**config.mk**
```make
export PLATFORM = sky130hd
export DESIGN_NAME = dual_rate_countdown
export DESIGN_NICKNAME = d
export VERILOG_FILES = /design/src/rtl/drc_pkg.sv /design/src/rtl/drc_sync.sv /design/src/rtl/drc_prescaler.sv /design/src/rtl/drc_bcd_cell.sv /design/src/rtl/dual_rate_countdown.sv
export SDC_FILE = /design/constraint.sdc
export NUM_CORES = 1
export LEC_CHECK = 0
export BUFFER_PORTS_ARGS = -buffer_cell sky130_fd_sc_hd__buf_2
export CORE_UTILIZATION = 35
export CTS_CLUSTER_DIAMETER = 50
export DETAILED_ROUTE_END_ITERATION = 6
export PLACE_DENSITY = 0.54
export SETUP_SLACK_MARGIN = 0.1
export SLEW_MARGIN = 20
export SYNTH_ARGS = -nofsm -noshare
export SYNTH_HDL_FRONTEND = slang
export SYNTH_SLANG_ARGS = --single-unit
```
**constraint.sdc**
```tcl
create_clock -name clk -period 2.5 [get_ports clk]
set_clock_uncertainty 0.1 [all_clocks]
set_input_delay 0.5 -clock clk [delete_from_list [all_inputs] [get_ports clk]]
set_output_delay 0.5 -clock clk [all_outputs]
set_load 0.01 [all_outputs]
```
**src/rtl/drc_pkg.sv**
```systemverilog
package drc_pkg;

   localparam int BCD_W = 4;

   typedef logic [BCD_W-1:0] bcd_t;

   // next value of one decimal digit for a single step
   function automatic bcd_t bcd_next(bcd_t d, logic up);
      if (up) return (d == 4'd9) ? 4'd0 : bcd_t'(d + 4'd1);
      else    return (d == 4'd0) ? 4'd9 : bcd_t'(d - 4'd1);
   endfunction

   // digit passes the step on to the next higher digit
   function automatic logic bcd_rolls(bcd_t d, logic up);
      return up ? (d == 4'd9) : (d == 4'd0);
   endfunction

endpackage

```
**src/rtl/drc_sync.sv**
```systemverilog
module drc_sync #(
   parameter int WIDTH  = 1,
   parameter int STAGES = 2
)(
   input  logic             clk,
   input  logic             rst,
   input  logic [WIDTH-1:0] d,
   output logic [WIDTH-1:0] q
);

   logic [WIDTH-1:0] stage_q [STAGES];

   always_ff @(posedge clk) begin
      if (rst) stage_q[0] <= '0;
      else     stage_q[0] <= d;
   end

   for (genvar s = 1; s < STAGES; s++) begin : g_stage
      always_ff @(posedge clk) begin
         if (rst) stage_q[s] <= '0;
         else     stage_q[s] <= stage_q[s-1];
      end
   end

   assign q = stage_q[STAGES-1];

endmodule

```
**src/rtl/drc_prescaler.sv**
```systemverilog
module drc_prescaler #(
   parameter int FAST_DIV  = 4,
   parameter int SLOW_MULT = 4
)(
   input  logic clk,
   input  logic rst,
   input  logic restart_i,
   output logic fast_o,
   output logic slow_o
);

   localparam int CW = (FAST_DIV > 1) ? $clog2(FAST_DIV) : 1;

   logic [CW-1:0] cnt_q;

   assign fast_o = (cnt_q == CW'(FAST_DIV - 1));

   always_ff @(posedge clk) begin
      if (rst || restart_i) cnt_q <= '0;
      else if (fast_o)      cnt_q <= '0;
      else                  cnt_q <= cnt_q + 1'b1;
   end

   if (SLOW_MULT == 1) begin : g_same_rate
      assign slow_o = fast_o;
   end else begin : g_phase
      localparam int PW = $clog2(SLOW_MULT);
      logic [PW-1:0] ph_q;
      logic          ph_last;

      assign ph_last = (ph_q == PW'(SLOW_MULT - 1));
      assign slow_o  = fast_o && ph_last;

      always_ff @(posedge clk) begin
         if (rst || restart_i) ph_q <= '0;
         else if (fast_o)      ph_q <= ph_last ? '0 : ph_q + 1'b1;
      end
   end

endmodule

```
**src/rtl/drc_bcd_cell.sv**
```systemverilog
module drc_bcd_cell
   import drc_pkg::*;
(
   input  logic clk,
   input  logic rst,
   input  logic step_i,
   input  logic up_i,
   output bcd_t digit_o
);

   bcd_t digit_q;

   always_ff @(posedge clk) begin
      if (rst)         digit_q <= '0;
      else if (step_i) digit_q <= bcd_next(digit_q, up_i);
   end

   assign digit_o = digit_q;

endmodule

```
**src/rtl/dual_rate_countdown.sv**
```systemverilog
module dual_rate_countdown
   import drc_pkg::*;
#(
   parameter int DIGITS      = 4,
   parameter int FAST_DIV    = 12_500_000,
   parameter int SLOW_MULT   = 4,
   parameter int SYNC_STAGES = 2
)(
   input  logic                    clk,
   input  logic                    rst,
   input  logic                    pause_i,
   input  logic                    set_i,
   input  logic                    dir_i,
   output logic [DIGITS*BCD_W-1:0] bcd_o,
   output logic                    zero_o
);

   localparam int VW = DIGITS * BCD_W;

   if (DIGITS < 1) begin : g_bad_digits
      $error("DIGITS must be at least 1");
   end
   if (FAST_DIV < 2) begin : g_bad_div
      $error("FAST_DIV must be at least 2");
   end
   if (SLOW_MULT < 1) begin : g_bad_mult
      $error("SLOW_MULT must be at least 1");
   end
   if (SYNC_STAGES < 2) begin : g_bad_sync
      $error("SYNC_STAGES must be at least 2");
   end

   // synchronised controls
   logic [2:0] sync_q;
   logic       set_s, pause_s, dir_s;

   drc_sync #(.WIDTH(3), .STAGES(SYNC_STAGES)) u_sync (
      .clk (clk),
      .rst (rst),
      .d   ({dir_i, pause_i, set_i}),
      .q   (sync_q)
   );

   assign set_s   = sync_q[0];
   assign pause_s = sync_q[1];
   assign dir_s   = sync_q[2];

   // set edge tracking and arming after reset
   logic set_prev_q, armed_q;
   logic set_rise, set_fall, set_mode;

   assign set_rise = set_s & ~set_prev_q;
   assign set_fall = ~set_s & set_prev_q;
   assign set_mode = set_s & set_prev_q;

   always_ff @(posedge clk) begin
      if (rst) begin
         set_prev_q <= 1'b0;
         armed_q    <= 1'b0;
      end else begin
         set_prev_q <= set_s;
         if (set_fall) armed_q <= 1'b1;
      end
   end

   // rate strobes
   logic fast_stb, slow_stb;

   drc_prescaler #(.FAST_DIV(FAST_DIV), .SLOW_MULT(SLOW_MULT)) u_pre (
      .clk       (clk),
      .rst       (rst),
      .restart_i (set_rise),
      .fast_o    (fast_stb),
      .slow_o    (slow_stb)
   );

   // step decision
   logic run_step, set_step, step, count_up;

   assign zero_o   = ~|bcd_o;
   assign run_step = ~set_s & armed_q & ~pause_s & slow_stb & ~zero_o;
   assign set_step = set_mode & fast_stb;
   assign step     = set_step | run_step;
   assign count_up = set_mode & ~dir_s;

   // digit chain with carry / borrow ripple
   logic [DIGITS-1:0] chain;
   assign chain[0] = step;

   for (genvar g = 0; g < DIGITS; g++) begin : g_digit
      drc_bcd_cell u_cell (
         .clk     (clk),
         .rst     (rst),
         .step_i  (chain[g]),
         .up_i    (count_up),
         .digit_o (bcd_o[g*BCD_W +: BCD_W])
      );
      if (g < DIGITS - 1) begin : g_link
         assign chain[g+1] = chain[g] & bcd_rolls(bcd_o[g*BCD_W +: BCD_W], count_up);
      end
   end

   logic [VW-1:0] unused_vw;
   assign unused_vw = '0;

endmodule

```
# Yosys cells after proc, flatten, opt, wreduce, memory -nomap -nowiden
# Memory sizes are Yosys's and may differ from the RTL's.
# Index checks and enable logic that the tools add are counted.
[word_totals]
word_cells = 74
out_inout_bits = 17
register_bits = 44
ram_bits = 6
inputBits = 5
mem_count = 1
[memory_table]
columns = ["name", "depth", "width", "rd", "rd_ports_with_merged_regs", "wr", "line_no", "text"]
rows = [
  ["u_sync.stage_q", 2, 3, 2, 0, 2, "drc_sync.sv:11", "logic [WIDTH-1:0] stage_q [STAGES];"],
]
[classes]
bitwise = 19
eq_ne = 6
n_mux = 21
addsub = 10
reduce_logical = 9
[ops]
columns = ["op", "count"]
rows = [
  ["two-way mux 4 bit", 12],
  ["adder 24 x 1 -> 24 bit, second input constant", 1],
  ["equality test 24 bit, second input constant", 1],
  ["adder 4 x 1 -> 4 bit, second input constant", 4],
  ["equality test 4 bit, second input constant", 4],
  ["zero test 4 bit", 4],
  ["OR reduction 16 bit", 1],
  ["subtractor 4 x 1 -> 4 bit, second input constant", 4],
  ["AND 1 bit", 12],
  ["two-way mux 1 bit", 6],
  ["two-way mux 3 bit", 2],
  ["NOT 1 bit", 4],
  ["OR 1 bit", 3],
  ["adder 2 x 1 -> 2 bit, second input constant", 1],
  ["equality test 2 bit, second input constant", 1],
  ["two-way mux 2 bit", 1],
  ["OR reduction 2 bit", 1],
  ["logical AND 1 bit", 1],
  ["zero test 1 bit", 1],
  ["logical OR 1 bit", 1],
]

# Logic depth before layout (Yosys ltp)
# An unclocked memory read counts as a cell.
[depth]
ltp_word = 10
ltp_mapped = 8
ltp_nobuf = 6

# Cells and area by module
# Synthesis repeated with hierarchy kept, for this count alone.
[unflattened]
hier_cells = 324
area_unflattened_um2 = 2781.4
[by_module_without_submodules]
columns = ["module", "area_each_um2", "instances", "seq_area_each_um2", "cells_per_inst"]
rows = [
  ["drc_prescaler", 1226.2, 1, 520.5, 146],
  ["drc_bcd_cell", 296.5, 4, 80.1, 34],
  ["dual_rate_countdown", 211.5, 1, 40.0, 30],
  ["drc_sync", 157.7, 1, 120.1, 12],
]

# Least setup slack after synthesis
# OpenSTA, ideal clock, no wires.
[synth_timing]
kind = "reg-to-reg"
startpoint = "reg u_pre.cnt_q[6]"
endpoint = "reg g_digit[3].u_cell.digit_q[2]"
path_slack_ns = 0.346
path_buffers = 0
arrival_ns = 1.931
path_stages_with_launch = 6
t_required_ns = 2.277
period_less_slack_ns = 2.154
setup_ns = 0.123
path_cell_list = "dfxtp_1 or4b_4 nor4_4 o2111ai_1 or3_1 mux2_1"
[synth_between]
elab_chain_len = 8
elab_cells_between_ends = 9
cone_classes = "eq/ne: 1; bitwise: 7; reduce/logical: 1"
[synth_lines]
columns = ["element", "line_no", "text"]
rows = [
  ["from (decl)", "drc_prescaler.sv:14", "logic [CW-1:0] cnt_q;"],
  ["from (signal assigned)", "drc_prescaler.sv:21", "else cnt_q <= cnt_q + 1'b1;"],
  ["equality test 24 bit (*)", "drc_prescaler.sv:16", "assign fast_o = (cnt_q == CW'(FAST_DIV - 1));"],
  ["logical AND 1 bit", "drc_prescaler.sv:32", "assign slow_o = fast_o && ph_last;"],
  ["AND 1 bit (2 in a row)", "dual_rate_countdown.sv:81", "assign run_step = ~set_s & armed_q & ~pause_s & slow_stb & ~zero_o;"],
  ["OR 1 bit (*)", "dual_rate_countdown.sv:83", "assign step = set_step | run_step;"],
  ["AND 1 bit (*) (3 in a row)", "dual_rate_countdown.sv:99", "assign chain[g+1] = chain[g] & bcd_rolls(bcd_o[g*BCD_W +: BCD_W], count_up);"],
  ["to (signal assigned)", "drc_bcd_cell.sv:15", "else if (step_i) digit_q <= bcd_next(digit_q, up_i);"],
  ["to (decl)", "drc_bcd_cell.sv:11", "bcd_t digit_q;"],
]
# Every way passes the cells marked *; elsewhere a longest branch is shown, timed or not.
# A chain may end at the register's enable or synchronous reset.

# Worst setup path after layout
[layout_timing]
startpoint = "reg g_digit[1].u_cell.digit_q[1]"
endpoint = "out zero_o"
[layout_between]
elab_chain_len = 2
[layout_lines]
columns = ["element", "line_no", "text"]
rows = [
  ["from (decl)", "drc_bcd_cell.sv:11", ""],
  ["from (signal assigned)", "drc_bcd_cell.sv:15", ""],
  ["OR reduction 16 bit", "dual_rate_countdown.sv:80", "assign zero_o = ~|bcd_o;"],
  ["zero test 1 bit", "dual_rate_countdown.sv:80", ""],
  ["to (decl)", "dual_rate_countdown.sv:15", "output logic zero_o"],
]
# Every way passes these cells.

==> impl_metrics.toml <==
[sta]
finalSetupTns_ns = 0
relSlewSlack_pct = 62.0
hold_viol_final = 0
clock.fmax_ghz = 0.423
tightest_slew_ns = 0.568
hold_slack_ns = 0.294
fin_ws_ns = 0.137
min_period_ns = 2.36
report.final.slew_viol_count = 0
setup_viol = 0
rsz0062_at_grt = "true"
period_share_pct = 94.5

[clocking]
h-tree-depth = 2
post_cts_buffers = 0
cts.hold.buffers_added = 0
clock-root-buffer = "clkbuf_8"
insertion_delay_ns = 0.31
cts_tree = "yes"
cts-buffers-inserted = 5
cts.sinks = 50
cts_buffer_depth = 2
clkTransAtPathRegs_ns = 0.09

[cells_and_area]
final_util_pct = 41.5
syn2layout_area_growth_pct = 14.2
diodes = 0
layout_commonest_cell = "dfxtp_1"
fin_nets = 363
mostFrequentLayoutCells = "50 x dfxtp_1, 46 x nor2_1, 24 x xnor2_1"
layout-drive-gt1-share_pct = 14.3
finalNonFillerCells = 456

[pwr]
p_leak_nw = 1.07
power.switching_mw = 0.300
swShare_pct = 22.4
internal-power_mw = 1.04
irDropWorstVdd_mv = 0.222
clockPowerShare_pct = 36.8
combPwrFrac_pct = 2.9
power_density_mw_per_mm2 = 444
seq_power_share_pct = 60.4

[grt]
antenna_found_initial = 0
track_usage_pct = 16.1
overflow = 0
grt_max_degree = 26
grt_pass1_vias = 2131
grt_pass1_wl_um = 9940

[critical_path]
crit_path_end_kind = "primary output"
path_cells = "nor4_2 > nand4_1 > nor3b_1 > buf_2"
worst_path_dominant_cell_family = "simple AND/OR/NAND/NOR gates"
critPathLaunchType = "register"
critPathSlowestCell = "nor4_2"
cp_num_buf_inv = 1
cp.required_ns = 1.90
crit_fanout = 4
cp_slowest_stage_delay_ns = 0.40
arrival_ns = 1.76
critical_path_class = "register to primary output"

[place]
dpl.hpwl_um = 4140
dp.cells = 448
dp_worst_setup_slack_ns = 0.218
gp_congestion = 0.795
port_buffers = 21

[die]
dieArea_mm2 = 0.00792
rows = 31
die_h_um = 89.0
start_util_pct = 36.3
die_w_um = 89.0
core-area_mm2 = 0.00729
io_pins = 22

[synthesis]
syn_area_mm2 = 0.00265
ys_seq_area_share_pct = 37.8
syn-num-nets = 340
yosysWarningCount = 0
syn_area_per_cell_um2 = 7.96
yosysUniqueCellTypes = 45
synth_flop_cell = "dfxtp_1"
async_flop_share_pct = 0
synthCells = 333
synth-edff-count = 0
ys_seq_elements = 50

[route]
first_pass_iters = 4
routed_via_density = 5.23
antenna_left = 0
wl_um = 5860
remaining_drc_errors = 0
drt_iter0_drc = 99
vias = 2386
wl_per_cell_um = 12.9

[run_status]
status = "finished, final reports clean"

[run]
maxCapViolCount = 0

[worst_hold_path]
min_path_type = "primary input to register"
-- power by group through the flow --
stage | sequential [mW] | clock, mW | combinational [mW]
2_1_floorplan | 0.829 | 0 | 0.0286
3_3_place_gp | 0.830 | 0 | 0.0395
3_5_place_dp | 0.830 | 0 | 0.0397
4_1_cts | 0.811 | 0.510 | 0.0397
5_1_grt | 0.813 | 0.543 | 0.0440
6_report | 0.811 | 0.494 | 0.0387
-- sequential cells by signal (all words and copies together), names as in the netlist --
register                cells
set_prev_q                  1
u_sync.stage_q              6
g_digit.u_cell.digit_o     16
armed_q                     1
u_pre.g_phase.ph_q          2
u_pre.cnt_q                24
-- cell usage after synthesis, types with 3 or more instances --
master    instances  area share [%]
o31ai_1           6             1.7
nor3b_1           5             1.4
nor2b_1           9             2.1
nand4_1           7             1.7
inv_1            12             1.7
o211ai_1          3            0.85
a311oi_1          5             1.7
nor2_1           46             6.5
o22ai_1           4            0.94
a31oi_1           5             1.2
o21ai_0          21             4.0
nor4_1            6             1.4
or3_1             8             1.9
xnor2_1          24             7.9
nand3_1          11             2.1
clkbuf_1         14             2.0
and4_1            3            0.99
nor3_1           14             2.6
and3_1            7             1.7
nand2_1          21             3.0
xor2_1            5             1.7
a21oi_1          15             2.8
dfxtp_1          50              38
buf_2             6             1.1
-- worst paths after layout --
path,cells after the start,end,slack [ns],startpoint
worst max-delay path,4,zero_o,0.14,g_digit[1].u_cell.digit_o[1]
worst min-delay path,2,u_sync.stage_q[0][0],0.29,set_i
worst max register to register,5,g_digit[3].u_cell.digit_o[2],0.22,u_pre.cnt_q[6]
worst min register to register,1,u_sync.stage_q[1][1],0.34,u_sync.stage_q[0][1]
-- through the flow --
stage / total power [mW] / cell area [um^2]
floorplan: 0.857 / 2650
global placement: 0.869 / 2910
detailed placement: 0.870 / 2910
CTS: 1.36 / 3010
global route: 1.40 / 3030
finish: 1.34 / 3030
-- kinds of logic (layout without fill, tap and decap cells) --
| logic type | after synthesis | count (layout) | synth area share [%] |
|---|---|---|---|
| AO/OA/AOI/OAI | 67 | 67 | 15.8 |
| flip-flops | 50 | 50 | 37.8 |
| buffers and inverters | 33 | 57 | 4.96 |
| AND/OR/NAND/NOR | 149 | 149 | 29.8 |
| multiplexers | 3 | 3 | 1.18 |
| XOR/XNOR | 29 | 29 | 9.58 |
| adder cells (fa/ha/maj) | 2 | 2 | 0.944 |
-- cell type report --
cell class                 count  area (um^2)
multi-input combinational    250         1540
clock buffer                   7         86.3
sequential                    50         1000
inverter                      12         45.0
tap                           99          124
timing repair buffer          37          225
clock inverter                 1         5.00
fill                         784         4270
-- what timing repair did --
item,CTS,global route
pin swaps,0,0
gates resized for setup,1,3
gates cloned,0,0
setup endpoints to repair,1,5
-- per-layer routing --
metal  vias up  wire length [um]  share of wire (%)  global-route usage [%]
met2        40              2720                 46                    27.1
met1      1111              2870                 49                    20.7
met5         -                 0                  0                       0
met4         0                83                1.4                    5.63
met3         6               193                3.3                    2.95
li1       1229                 -                  -                       -
Note: power is estimated with default switching activity, not from simulation.
